<file path="config.mk">
export PLATFORM = sky130hd
export DESIGN_NAME = ep0_ping_stage
export DESIGN_NICKNAME = d
export VERILOG_FILES = /design/src/rtl/ep0_ping_pkg.sv /design/src/rtl/ep0_tok_decode.sv /design/src/rtl/ep0_chunk_sizer.sv /design/src/rtl/ep0_ping_stage.sv
export SDC_FILE = /design/constraint.sdc
export NUM_CORES = 1
export LEC_CHECK = 0
export ABC_AREA = 1
export BUFFER_PORTS_ARGS = -buffer_cell sky130_fd_sc_hd__buf_4
export CORE_ASPECT_RATIO = 1.4
export CORE_MARGIN = 2
export CORE_UTILIZATION = 55
export CTS_CLUSTER_DIAMETER = 40
export DETAILED_ROUTE_END_ITERATION = 10
export PLACE_DENSITY = 0.78
export SYNTH_ARGS = -nofsm -noshare
export SYNTH_HDL_FRONTEND = slang
export SYNTH_HIERARCHICAL = 1
export SYNTH_SLANG_ARGS = --single-unit
</file>
<file path="constraint.sdc">
create_clock -name clk -period 3.4 [get_ports clk]
set_input_delay 0.51 -clock clk [delete_from_list [all_inputs] [get_ports clk]]
set_output_delay 0.51 -clock clk [all_outputs]
set_load 0.01 [all_outputs]
</file>
<file path="src/rtl/ep0_ping_pkg.sv">
package ep0_ping_pkg;

    typedef enum logic [1:0] {
        TK_SETUP = 2'd0,
        TK_OUT   = 2'd1,
        TK_IN    = 2'd2,
        TK_PING  = 2'd3
    } tok_e;

    typedef enum logic [1:0] {
        HS_NONE = 2'd0,
        HS_ACK  = 2'd1,
        HS_NAK  = 2'd2
    } hs_e;

    typedef enum logic [2:0] {
        ST_IDLE  = 3'd0,
        ST_SETUP = 3'd1,
        ST_DOUT  = 3'd2,
        ST_DIN   = 3'd3,
        ST_SOUT  = 3'd4,
        ST_SIN   = 3'd5
    } stage_e;

    typedef struct packed {
        logic setup;
        logic out_t;
        logic in_t;
        logic ping;
    } tok_ev_t;

endpackage

</file>
<file path="src/rtl/ep0_tok_decode.sv">
module ep0_tok_decode
    import ep0_ping_pkg::*;
(
    input  logic       tok_valid,
    input  logic [1:0] tok_kind,
    output tok_ev_t    ev
);
    always_comb begin
        ev       = '0;
        ev.setup = tok_valid && (tok_kind == TK_SETUP);
        ev.out_t = tok_valid && (tok_kind == TK_OUT);
        ev.in_t  = tok_valid && (tok_kind == TK_IN);
        ev.ping  = tok_valid && (tok_kind == TK_PING);
    end
endmodule

</file>
<file path="src/rtl/ep0_chunk_sizer.sv">
module ep0_chunk_sizer #(
    parameter int LEN_W   = 16,
    parameter int MAX_PKT = 64,
    parameter int PKT_W   = 7
) (
    input  logic [LEN_W-1:0] remaining,
    output logic [PKT_W-1:0] chunk
);
    localparam logic [LEN_W-1:0] MAX_L = LEN_W'(MAX_PKT);

    always_comb begin
        if (remaining > MAX_L) chunk = PKT_W'(MAX_PKT);
        else                   chunk = remaining[PKT_W-1:0];
    end
endmodule

</file>
<file path="src/rtl/ep0_ping_stage.sv">
module ep0_ping_stage
    import ep0_ping_pkg::*;
#(
    parameter int LEN_W   = 16,
    parameter int MAX_PKT = 64,
    localparam int PKT_W  = $clog2(MAX_PKT + 1)
) (
    input  logic             clk,
    input  logic             rst_n,
    input  logic             hs_mode,
    input  logic             tok_valid,
    input  logic [1:0]       tok_kind,
    input  logic             data_valid,
    input  logic             setup_dir_in,
    input  logic [LEN_W-1:0] setup_len,
    input  logic [LEN_W-1:0] reply_len,
    input  logic             hdl_ready,
    input  logic             host_ack,
    output logic [1:0]       hs_code,
    output logic             tx_valid,
    output logic [PKT_W-1:0] tx_len,
    output logic             tx_data1,
    output logic [2:0]       stage
);

    typedef struct packed {
        stage_e           stage;
        logic [LEN_W-1:0] rem;
        logic             pid1;
        hs_e              hs;
        logic             tx_v;
        logic [PKT_W-1:0] tx_len;
        logic             tx_d1;
    } state_t;

    tok_ev_t          ev;
    logic [PKT_W-1:0] chunk;
    state_t           q, d;

    ep0_tok_decode u_dec (
        .tok_valid (tok_valid),
        .tok_kind  (tok_kind),
        .ev        (ev)
    );

    ep0_chunk_sizer #(
        .LEN_W   (LEN_W),
        .MAX_PKT (MAX_PKT),
        .PKT_W   (PKT_W)
    ) u_size (
        .remaining (q.rem),
        .chunk     (chunk)
    );

    always_comb begin
        d      = q;
        d.hs   = HS_NONE;
        d.tx_v = 1'b0;
        if (ev.setup) begin
            d.stage = ST_SETUP;
            d.rem   = '0;
        end else if (data_valid) begin
            unique case (q.stage)
                ST_SETUP: begin
                    d.hs   = HS_ACK;
                    d.pid1 = 1'b1;
                    d.rem  = (setup_len < reply_len) ? setup_len : reply_len;
                    if (setup_len == '0)   d.stage = ST_SIN;
                    else if (setup_dir_in) d.stage = ST_DIN;
                    else                   d.stage = ST_DOUT;
                end
                ST_DOUT: d.hs = hdl_ready ? HS_ACK : HS_NAK;
                ST_SOUT: begin
                    d.hs = hdl_ready ? HS_ACK : HS_NAK;
                    if (hdl_ready) d.stage = ST_IDLE;
                end
                default: ;
            endcase
        end else if (ev.ping) begin
            if (hs_mode && (q.stage == ST_DOUT || q.stage == ST_SOUT))
                d.hs = HS_ACK;
        end else if (ev.out_t) begin
            if (q.stage == ST_DIN) d.stage = ST_SOUT;
        end else if (ev.in_t) begin
            if (q.stage == ST_DIN) begin
                if (hdl_ready) begin
                    d.tx_v   = 1'b1;
                    d.tx_len = chunk;
                    d.tx_d1  = q.pid1;
                end else begin
                    d.hs = HS_NAK;
                end
            end else if (q.stage == ST_DOUT || q.stage == ST_SIN) begin
                d.stage = ST_SIN;
                if (hdl_ready) begin
                    d.tx_v   = 1'b1;
                    d.tx_len = '0;
                    d.tx_d1  = 1'b1;
                end else begin
                    d.hs = HS_NAK;
                end
            end
        end else if (host_ack) begin
            if (q.stage == ST_DIN) begin
                d.rem  = (q.rem > LEN_W'(q.tx_len)) ? q.rem - LEN_W'(q.tx_len) : '0;
                d.pid1 = ~q.pid1;
            end else if (q.stage == ST_SIN) begin
                d.stage = ST_IDLE;
            end
        end
    end

    always_ff @(posedge clk) begin
        if (!rst_n) begin
            q <= '{stage: ST_IDLE, rem: '0, pid1: 1'b1, hs: HS_NONE,
                   tx_v: 1'b0, tx_len: '0, tx_d1: 1'b0};
        end else begin
            q <= d;
        end
    end

    assign hs_code  = q.hs;
    assign tx_valid = q.tx_v;
    assign tx_len   = q.tx_len;
    assign tx_data1 = q.tx_d1;
    assign stage    = q.stage;


    ping_fs_quiet_chk: assert property (@(posedge clk) disable iff (!rst_n)
        (ev.ping && !hs_mode && !data_valid) |=> (hs_code == HS_NONE));

    ping_dout_ack_chk: assert property (@(posedge clk) disable iff (!rst_n)
        (ev.ping && hs_mode && !data_valid && stage == ST_DOUT) |=> (hs_code == HS_ACK));

    ping_sout_ack_chk: assert property (@(posedge clk) disable iff (!rst_n)
        (ev.ping && hs_mode && !data_valid && stage == ST_SOUT) |=> (hs_code == HS_ACK));

    ping_other_quiet_chk: assert property (@(posedge clk) disable iff (!rst_n)
        (ev.ping && !data_valid && stage != ST_DOUT && stage != ST_SOUT)
        |=> (hs_code == HS_NONE));

    setup_pkt_ack_chk: assert property (@(posedge clk) disable iff (!rst_n)
        (data_valid && !ev.setup && stage == ST_SETUP) |=> (hs_code == HS_ACK));

    tx_len_bound_chk: assert property (@(posedge clk) disable iff (!rst_n)
        tx_valid |-> (tx_len <= PKT_W'(MAX_PKT)));

    status_zlp_chk: assert property (@(posedge clk) disable iff (!rst_n)
        (tx_valid && stage == ST_SIN) |-> (tx_len == '0 && tx_data1));

    setup_abort_chk: assert property (@(posedge clk) disable iff (!rst_n)
        ev.setup |=> (stage == ST_SETUP && hs_code == HS_NONE));

endmodule

</file>
Word level (Yosys, flattened, before mapping)
Cells that the tools add are included.
- memories: 0
- bits in writable memories: 0
- bits of input ports: 42
- output and inout port bits: 14
- bits in registers: 31
- latch bits: 0
- logic and storage cells: 100
- bits in read-only memories: 0
- shift-type cells: 0
- multipliers: 0
- $add $sub $neg: 1
- reductions and logical operators: 24
- magnitude comparators: 3
- equality and inequality tests: 25
- divide/modulo/power cells: 0
- bitwise gates (word level): 7
- mux-type cells: 32
- operator list (operator ; count):
    $mux 17 ; 4
    $mux 20 ; 2
    $mux 11 ; 3
    $mux 16 ; 2
    $mux 28 ; 1
    $mux 3 ; 9
    $reduce_and 8->1 ; 3
    $mux 22 ; 1
    $mux 9 ; 2
    $gt 16x7->1 ; 1
    $gt 16x7->1 const B ; 1
    $logic_not 16->1 ; 1
    $lt 16x16->1 ; 1
    $sub 16x7->16 ; 1
    $ne 2x2->1 const B ; 5
    $reduce_bool 5->1 ; 2
    $ne 4x2->1 const B ; 2
    $ne 4x4->1 const B ; 2
    $reduce_bool 4->1 ; 2
    $mux 7 ; 1
    $not 1->1 ; 7
    $reduce_and 7->1 ; 1
    $eq 3x2->1 const B ; 2
    $eq 3x3->1 const B ; 2
    20 further kinds ; 34

Logic depth before layout (Yosys ltp)
Gate-level depths: netlist of the first run.
- depth in word-level cells: 9
- depth in mapped cells: 14
- depth with buffers taken out: 14

Modules after synthesis
The synthesis of the first run kept the hierarchy.
- by module, submodules not included (module ; cells an instance ; times used ; sequential area each (um2) ; area an instance (um2)):
    ep0_ping_stage ; 506 ; 1 ; 620.6 ; 3136.8
    ep0_chunk_sizer ; 28 ; 1 ; 0.0 ; 112.6
    ep0_tok_decode ; 8 ; 1 ; 0.0 ; 30.0

Worst setup path after synthesis of the first run
OpenSTA, ideal clock, no wires.
- path kind: in2reg
- start: input port reply_len[11]
- end: register q[21] (netlist bit)
- stages: 9
- path slack: 1469 ps
- required time: 3282 ps
- buffers on the path: 1
- arrival: 1813 ps
- library setup time: 118 ps
- path through: inv_1 -> ha_1 -> a21oi_1 -> a31oi_1 -> nor2_4 -> clkbuf_1 -> nand3_1 -> nand3_1 -> a21oi_2
- cells in the longest elaborated chain, start to end: 4
- RTL lines (what ; RTL line ; RTL):
    start: declaration ; ep0_ping_stage.sv:16 ; input logic [LEN_W-1:0] reply_len,
    $lt 16x16->1 ; ep0_ping_stage.sv:67 ; d.rem = (setup_len < reply_len) ? setup_len : reply_len;
    $mux 16 ; ep0_ping_stage.sv:67 ;
    $mux 17 ; ep0_ping_stage.sv:63 ; unique case (q.stage)
    $mux 22 ; ep0_ping_stage.sv:62 ; end else if (data_valid) begin
    end signal: assignment ; ep0_ping_stage.sv:115 ; q <= '{stage: ST_IDLE, rem: '0, pid1: 1'b1, hs: HS_NONE,
    end: declaration ; ep0_ping_stage.sv:38 ; state_t q, d;
No other way between the ends. The select of a mux whose other input is x is not followed.
A chain may end at the register's enable or synchronous reset.

Worst setup path after layout of the first run
- start: register q[12] (netlist bit)
- end: register q[25] (netlist bit)
- cells in the longest elaborated chain, start to end: 8
- elaborated cells between the ends (all ways): 9
- those cells by class: add/sub: 1; order compare: 1; mux: 7
- RTL lines (what ; RTL line ; RTL):
    $sub 16x7->16 or $gt 16x7->1 (tied branches) ; ep0_ping_stage.sv:105 ; d.rem = (q.rem > LEN_W'(q.tx_len)) ? q.rem - LEN_W'(q.tx_len) : '0;
    $mux 16 * ; ep0_ping_stage.sv:105 ;
    $mux 17 * ; ep0_ping_stage.sv:104 ; if (q.stage == ST_DIN) begin
    $mux 20 * ; ep0_ping_stage.sv:103 ; end else if (host_ack) begin
    $mux 17 * ; ep0_ping_stage.sv:84 ; end else if (ev.in_t) begin
    $mux 28 * ; ep0_ping_stage.sv:82 ; end else if (ev.out_t) begin
    $mux 20 * ; ep0_ping_stage.sv:79 ; end else if (ev.ping) begin
    $mux 22 * ; ep0_ping_stage.sv:62 ;
Every way passes the cells marked *; elsewhere a longest branch is shown, timed or not. The select of a mux whose other input is x is not followed.

==> results.json, run 1 <==
{
  "clk_path_buf_depth": 2,
  "synth_top_family_by_area": "simple AND/OR/NAND/NOR gates",
  "clkSinkCount": 31,
  "finalSetupViolations": 0,
  "gp_congestion": 0.911,
  "fin_crit_ps": 2140,
  "synth_top_area_cell": "dfxtp_1",
  "die-area_um2": 6600,
  "wl_um": 8190,
  "cts_root_buf": "clkbuf_8",
  "async_flop_share_pct": 0,
  "initial_core_util_pct": 56.3,
  "grt_pass1_vias": 3177,
  "p_leak_nw": 1.94,
  "vias": 3429,
  "synth_fa_ha_area_share_pct": 9.00,
  "reg2reg_setup_slack_ps": 1260,
  "grt_pass1_wl_um": 13800,
  "io_buffers": 55,
  "synth.distinct_cells": 36,
  "path_cells": "inv_1 > ha_1 > fa_1 > inv_1 > nand3_1 > nand2_2 > nand2_2 > nand3_2 > nand2_2 > nor2_8 > nand3_1 > nand2_1 > inv_2 > a21oi_2",
  "first_pass_iters": 4,
  "row_count": 33,
  "grt-busiest-layer": "met2",
  "synth_compound_area_share_pct": 15.3,
  "chipWidth_um": 69.3,
  "cts_tree": "done",
  "period_share_pct": 62.8,
  "clock_latency_ps": 280,
  "synth.top_cell.area_share_pct": 18.9,
  "antenna_left": 0,
  "grt_use_total_pct": 25.4,
  "synthesis.nets": 607,
  "grt_use_met2_pct": 46.8,
  "min_path_type": "flip-flop to flip-flop",
  "cts_setup_buffers": 0,
  "cts_resized": 0,
  "grt_overflow_total": 0,
  "crit_required_ps": 3610,
  "synth_edf_count": 0,
  "synth.ff_latch_count": 31,
  "syn_area_um2": 3280,
  "boundaryPins": 56,
  "drive_above_1_share_pct": 18.9,
  "synth_mux_area_share_pct": 0,
  "power-per-cell-area_nw_per_um2": 355,
  "netlist_instances": 542,
  "coreArea_um2": 5820,
  "grt_antenna_before_repair": 0,
  "htreeDepth": 2,
  "met1_usage_pct": 30.5,
  "worst_setup_path_end_kind": "flip-flop",
  "finish.utilization_pct": 64.3,
  "drt-wirelength-per-cell_um": 12.5,
  "maxSlewHeadroom_pct": 67.0,
  "cts_made_buffers": 5,
  "finClkSkew_ps": 7.81,
  "crit_slowest_cell": "fa_1",
  "crit_fanout": 7,
  "cap_violations": 0,
  "ys_seq_area_share_pct": 18.9,
  "nFillCells": 562,
  "regArea_um2": 621,
  "critical_path_arrival_ps": 2350,
  "rsz0062_at_grt": "false",
  "status": "finished clean",
  "setup_tns_ps": 0,
  "worstSetupPathType": "flip-flop to flip-flop",
  "placed_area_um2": 3620,
  "clock.fmax_ghz": 0.468,
  "worst_pin_slew_ps": 493,
  "num_antenna_cells": 0,
  "synthTopCellsByArea": "dfxtp_1, nand2_1, nand3_1",
  "place_hpwl_um": 6630,
  "synth.most_common_cell": "nand2_1",
  "finalHoldViolCount": 0,
  "die_h_um": 95.4,
  "nets": 647,
  "synthXorXnorAreaFrac_pct": 1.87,
  "clk_pin_slew_ps": 70,
  "use_met3_pct": 3.17,
  "cts_hold_buf": 0,
  "synthTopCellsByCount": "nand2_1, inv_1, nand3_1, nor2_1, dfxtp_1",
  "crit_path_start_kind": "flip-flop",
  "maxSlewViolCount": 0,
  "grt_max_degree": 29,
  "yosysWarnings": 6,
  "synth-main-ff-cell": "dfxtp_1",
  "final_area_um2": 3740,
  "cpPeakStageDelay_ps": 410,
  "multi_input_area_um2": 2120,
  "area_delta_synth_final_pct": 14.1,
  "peakVddDrop_mv": 0.251,
  "postSynthAreaPerCell_um2": 6.05,
  "viasPerCell": 5.25,
  "cp_common_cell": "nand2_2",
  "yosys.area_share.simple_pct": 38.5,
  "drc": 0,
  "drtIter0Drc": 179
}
==> report_power, final <==
part	leakage, nW	switching (W)	total (W)	internal (W)
combinational	1.63	0.000340	0.000537	0.000197
clock	0.0612	0.000142	0.000379	0.000237
sequential	0.252	0.0000284	0.000411	0.000383
total	1.94	0.000510	0.00133	0.000817
==> path summary, 6_finish.rpt <==
path | depth (start not counted) | to | startpoint
worst max-delay path | 14 | q[25]$_SDFFE_PP0P_ | q[12]$_SDFFE_PP0P_
worst max register to register | 14 | q[25]$_SDFFE_PP0P_ | q[12]$_SDFFE_PP0P_
worst min register to register | 2 | tx_len[2]$_SDFFE_PN0P_ | tx_len[2]$_SDFFE_PN0P_
worst min-delay path | 2 | tx_len[2]$_SDFFE_PN0P_ | tx_len[2]$_SDFFE_PN0P_
==> layout make-up <==
class	count	area share, %
clock inverter	2	0.936
sequential	31	16.6
clock buffer	6	2.21
tap	70	2.34
inverter	100	10.0
timing repair buffer	56	11.2
multi-input combinational	388	56.7
==> flip-flops by register name, indices dropped and copies added (netlist names) <==
register and flops:
q 17, tx_valid 1, stage 3, tx_len 7
tx_data1 1, hs_code 2
==> layer usage <==
metal / wire length, um / part of all wire [%]
met5: 0 / 0
met4: 123 / 1.5
met3: 254 / 3.1
met2: 4200 / 51
met1: 3610 / 44
==> worst max-delay path: cells and delay by family, from the launching register on <==
kind            cells  cell delay (ps)
fa+ha+maj           2              610
simple gates        8              790
buf+inv             3              190
compound gates      1              110
flops               1              380
==> metrics by stage <==
stage | setup slack [ps] | instances | total power, W | hold slack, ps
2_1_floorplan | 1470 | 542 | 0.000820 | 455
3_3_place_gp | 1060 | 645 | 0.000940 | 487
3_5_place_dp | 1000 | 645 | 0.000948 | 494
4_1_cts | 1250 | 653 | 0.00133 | 503
5_1_grt | 941 | 653 | 0.00142 | 519
6_report | 1260 | 653 | 0.00133 | 500
==> cell families (layout without fill, tap and decap cells) <==
| group | count (synthesis) | count (layout) |
|---|---|---|
| compound gates | 85 | 85 |
| xor+xnor | 7 | 7 |
| fa+ha+maj | 23 | 23 |
| buf+inv | 123 | 164 |
| flops | 31 | 31 |
| simple gates | 273 | 273 |
==> layout by cell type (no fill, tap or decap), types with 3 or more instances in the layout <==
cell type | synthesis | routed
a21oi_1 | 29 | 29
a21oi_2 | 9 | 9
buf_4 | 13 | 56
clkbuf_8 | 0 | 6
dfxtp_1 | 31 | 31
ha_1 | 22 | 22
inv_1 | 88 | 88
inv_2 | 12 | 12
nand2_1 | 117 | 117
nand2_2 | 7 | 7
nand3_1 | 69 | 69
nand3_2 | 3 | 3
nand4_1 | 8 | 8
nor2_1 | 51 | 51
nor2_2 | 4 | 4
nor2_4 | 4 | 4
nor3_1 | 6 | 6
o21ai_0 | 11 | 11
o21ai_1 | 26 | 26
o31ai_1 | 3 | 3
xnor2_1 | 3 | 3
xor2_1 | 4 | 4
No activity file was read; power rests on OpenSTA's default activity.
==> run 2, diff against run 1 <==
ABC_AREA = 0   (was 1)
CORE_UTILIZATION = 51   (was 55)
clock period = 1.9 ns   (was 3.4 ns; I/O delays follow)
==> results.json, run 2 <==
{
  "finalSetupViolations": 16,
  "synth_edf_count": 0,
  "maxSlewViolCount": 0,
  "async_flop_share_pct": 0,
  "grt_pass1_vias": 3520,
  "clk_path_buf_depth": 2,
  "drtIter0Drc": 226,
  "placed_area_um2": 4060,
  "synthTopCellsByCount": "dfxtp_1, inv_1, nor2_1, a21oi_1, ha_1",
  "viasPerCell": 6.00,
  "peakVddDrop_mv": 0.474,
  "power-per-cell-area_nw_per_um2": 565,
  "netlist_instances": 354,
  "reg2reg_setup_slack_ps": -450,
  "period_share_pct": 123,
  "fin_crit_ps": 2350,
  "yosysWarnings": 6,
  "final_area_um2": 4470,
  "r2r_cells": 10,
  "clkSinkCount": 31,
  "clock.fmax_ghz": 0.426,
  "die-area_um2": 6110,
  "largest_reg_flops": 17,
  "synth.most_common_cell": "dfxtp_1",
  "hold_slack_ps": 193,
  "first_pass_iters": 5,
  "synthTopCellsByArea": "dfxtp_1, ha_1, a21oi_1",
  "setup_ws_ps": -445,
  "synth_top_area_cell": "dfxtp_1",
  "synth-main-ff-cell": "dfxtp_1",
  "cts_root_buf": "clkbuf_8",
  "grt_max_degree": 15,
  "ys_seq_area_share_pct": 22.2,
  "clk_pin_slew_ps": 80,
  "whs_path_depth": 2,
  "critical_path_arrival_ps": 2510,
  "boundaryPins": 56,
  "io_buffers": 55,
  "gp_congestion": 0.942,
  "row_count": 31,
  "place_hpwl_um": 7260,
  "nFillCells": 303,
  "crit_required_ps": 2070,
  "crit_path_start_kind": "flip-flop",
  "worstSetupPathType": "flip-flop to flip-flop",
  "clock_latency_ps": 290,
  "totalPowerFinal_w": 0.00252,
  "chipWidth_um": 66.6,
  "nets": 568,
  "rsz0062_at_grt": "true",
  "grt_antenna_before_repair": 0,
  "crit_fanout": 5,
  "worst_pin_slew_ps": 484,
  "die_h_um": 91.7,
  "synth.top_cell.area_share_pct": 22.2,
  "status": "finished, violations left",
  "drc": 0,
  "maxSlewHeadroom_pct": 67.7,
  "instances_no_fill": 570,
  "finalHoldViolCount": 0,
  "synth.distinct_cells": 70,
  "min_path_type": "input pin to flip-flop",
  "finClkSkew_ps": 5.34,
  "placed_cells": 551,
  "worst_setup_path_end_kind": "flip-flop",
  "coreArea_um2": 5240,
  "p_leak_nw": 2.08,
  "htreeDepth": 2,
  "final_common_cell": "buf_4",
  "top_register": "q",
  "num_antenna_cells": 0,
  "cts_hold_buf": 0,
  "area_delta_synth_final_pct": 59.5,
  "postSynthAreaPerCell_um2": 7.91,
  "cap_violations": 0,
  "grt_overflow_total": 0,
  "drive_above_1_share_pct": 48.0,
  "cts_made_buffers": 5,
  "grt_use_total_pct": 33.3,
  "vias": 3421,
  "synthesis.nets": 419,
  "layout_common_cells": "buf_4, dfxtp_1, nor2_1",
  "grt_pass1_wl_um": 15800,
  "drt-wirelength-per-cell_um": 18.3,
  "wl_um": 10400,
  "synth.ff_latch_count": 31,
  "cts_tree": "done",
  "failed_checks": "negative setup slack",
  "syn_area_um2": 2800,
  "initial_core_util_pct": 53.5,
  "antenna_left": 0
}
-- run 2: critical path, stage by stage (launching register included) --
cell and delay [ps]:
dfxtp_1 370, inv_1 100, ha_4 310, and3_4 220, nand4_1 130, o41ai_2 300, o21bai_4 230, buf_6 170
o21ai_1 90, a21oi_1 220, o22ai_1 100
-- run 2: where the power goes --
part / switching [W] / leakage (nW) / internal (W) / total [W]
registers: 0.0000239 / 0.253 / 0.000675 / 0.000699
logic: 0.000548 / 1.77 / 0.000568 / 0.00112
clock network: 0.000284 / 0.0612 / 0.000425 / 0.000709
-- run 2: cells by family after synthesis --
| logic type | share of synthesized area, % |
|---|---|
| AO/OA/AOI/OAI | 25.7 |
| XOR/XNOR | 1.88 |
| adder cells (fa/ha/maj) | 10.5 |
| buffers and inverters | 9.83 |
| flip-flops | 22.2 |
| multiplexers | 4.42 |
| AND/OR/NAND/NOR | 25.5 |
-- run 2: per-layer routing --
metal | wire length (um) | share of wire (%) | up-vias | track usage [%]
li1 | - | - | 1594 | -
met1 | 3750 | 36 | 1607 | 35.2
met2 | 5550 | 53 | 168 | 63.1
met3 | 536 | 5.1 | 52 | 3.56
met4 | 600 | 5.8 | 0 | 15.5
met5 | 0 | 0 | - | 0
-- run 2: per-stage QoR --
| step | TNS (ps) | util [%] | setup slack, ps |
|---|---|---|---|
| 2_1_floorplan | -1360 | - | -183 |
| 3_3_place_gp | -6600 | 77.6 | -472 |
| 3_5_place_dp | -8420 | 77.6 | -574 |
| 4_1_cts | -3830 | 82.5 | -301 |
| 5_1_grt | -6350 | 85.3 | -476 |
| 6_report | -5530 | 85.3 | -445 |
-- run 2: path summary, 6_finish.rpt --
path,to,start
worst max-delay path,q[19]$_SDFFE_PP0P_,tx_len[4]$_SDFFE_PN0P_
worst min-delay path,hs_code[1]$_SDFF_PP0_,hdl_ready
worst max register to register,q[19]$_SDFFE_PP0P_,tx_len[4]$_SDFFE_PN0P_
worst min register to register,q[11]$_SDFFE_PN1P_,q[11]$_SDFFE_PN1P_
-- run 2: repair_timing --
item	CTS	global route
buffers inserted	8	4
gates resized for setup	19	27
pin swaps	10	18
endpoints found under the hold margin	0	0
setup endpoints to repair	16	26
gates cloned	0	0
-- run 2: final cells by class --
class	count	area [um^2]	share of cell area [%]
multi-input combinational	269	2210	49.4
timing repair buffer	170	1320	29.6
sequential	31	627	14.0
inverter	26	110	2.46
clock buffer	6	82.6	1.85
tap	66	82.6	1.85
clock inverter	2	35.0	0.784
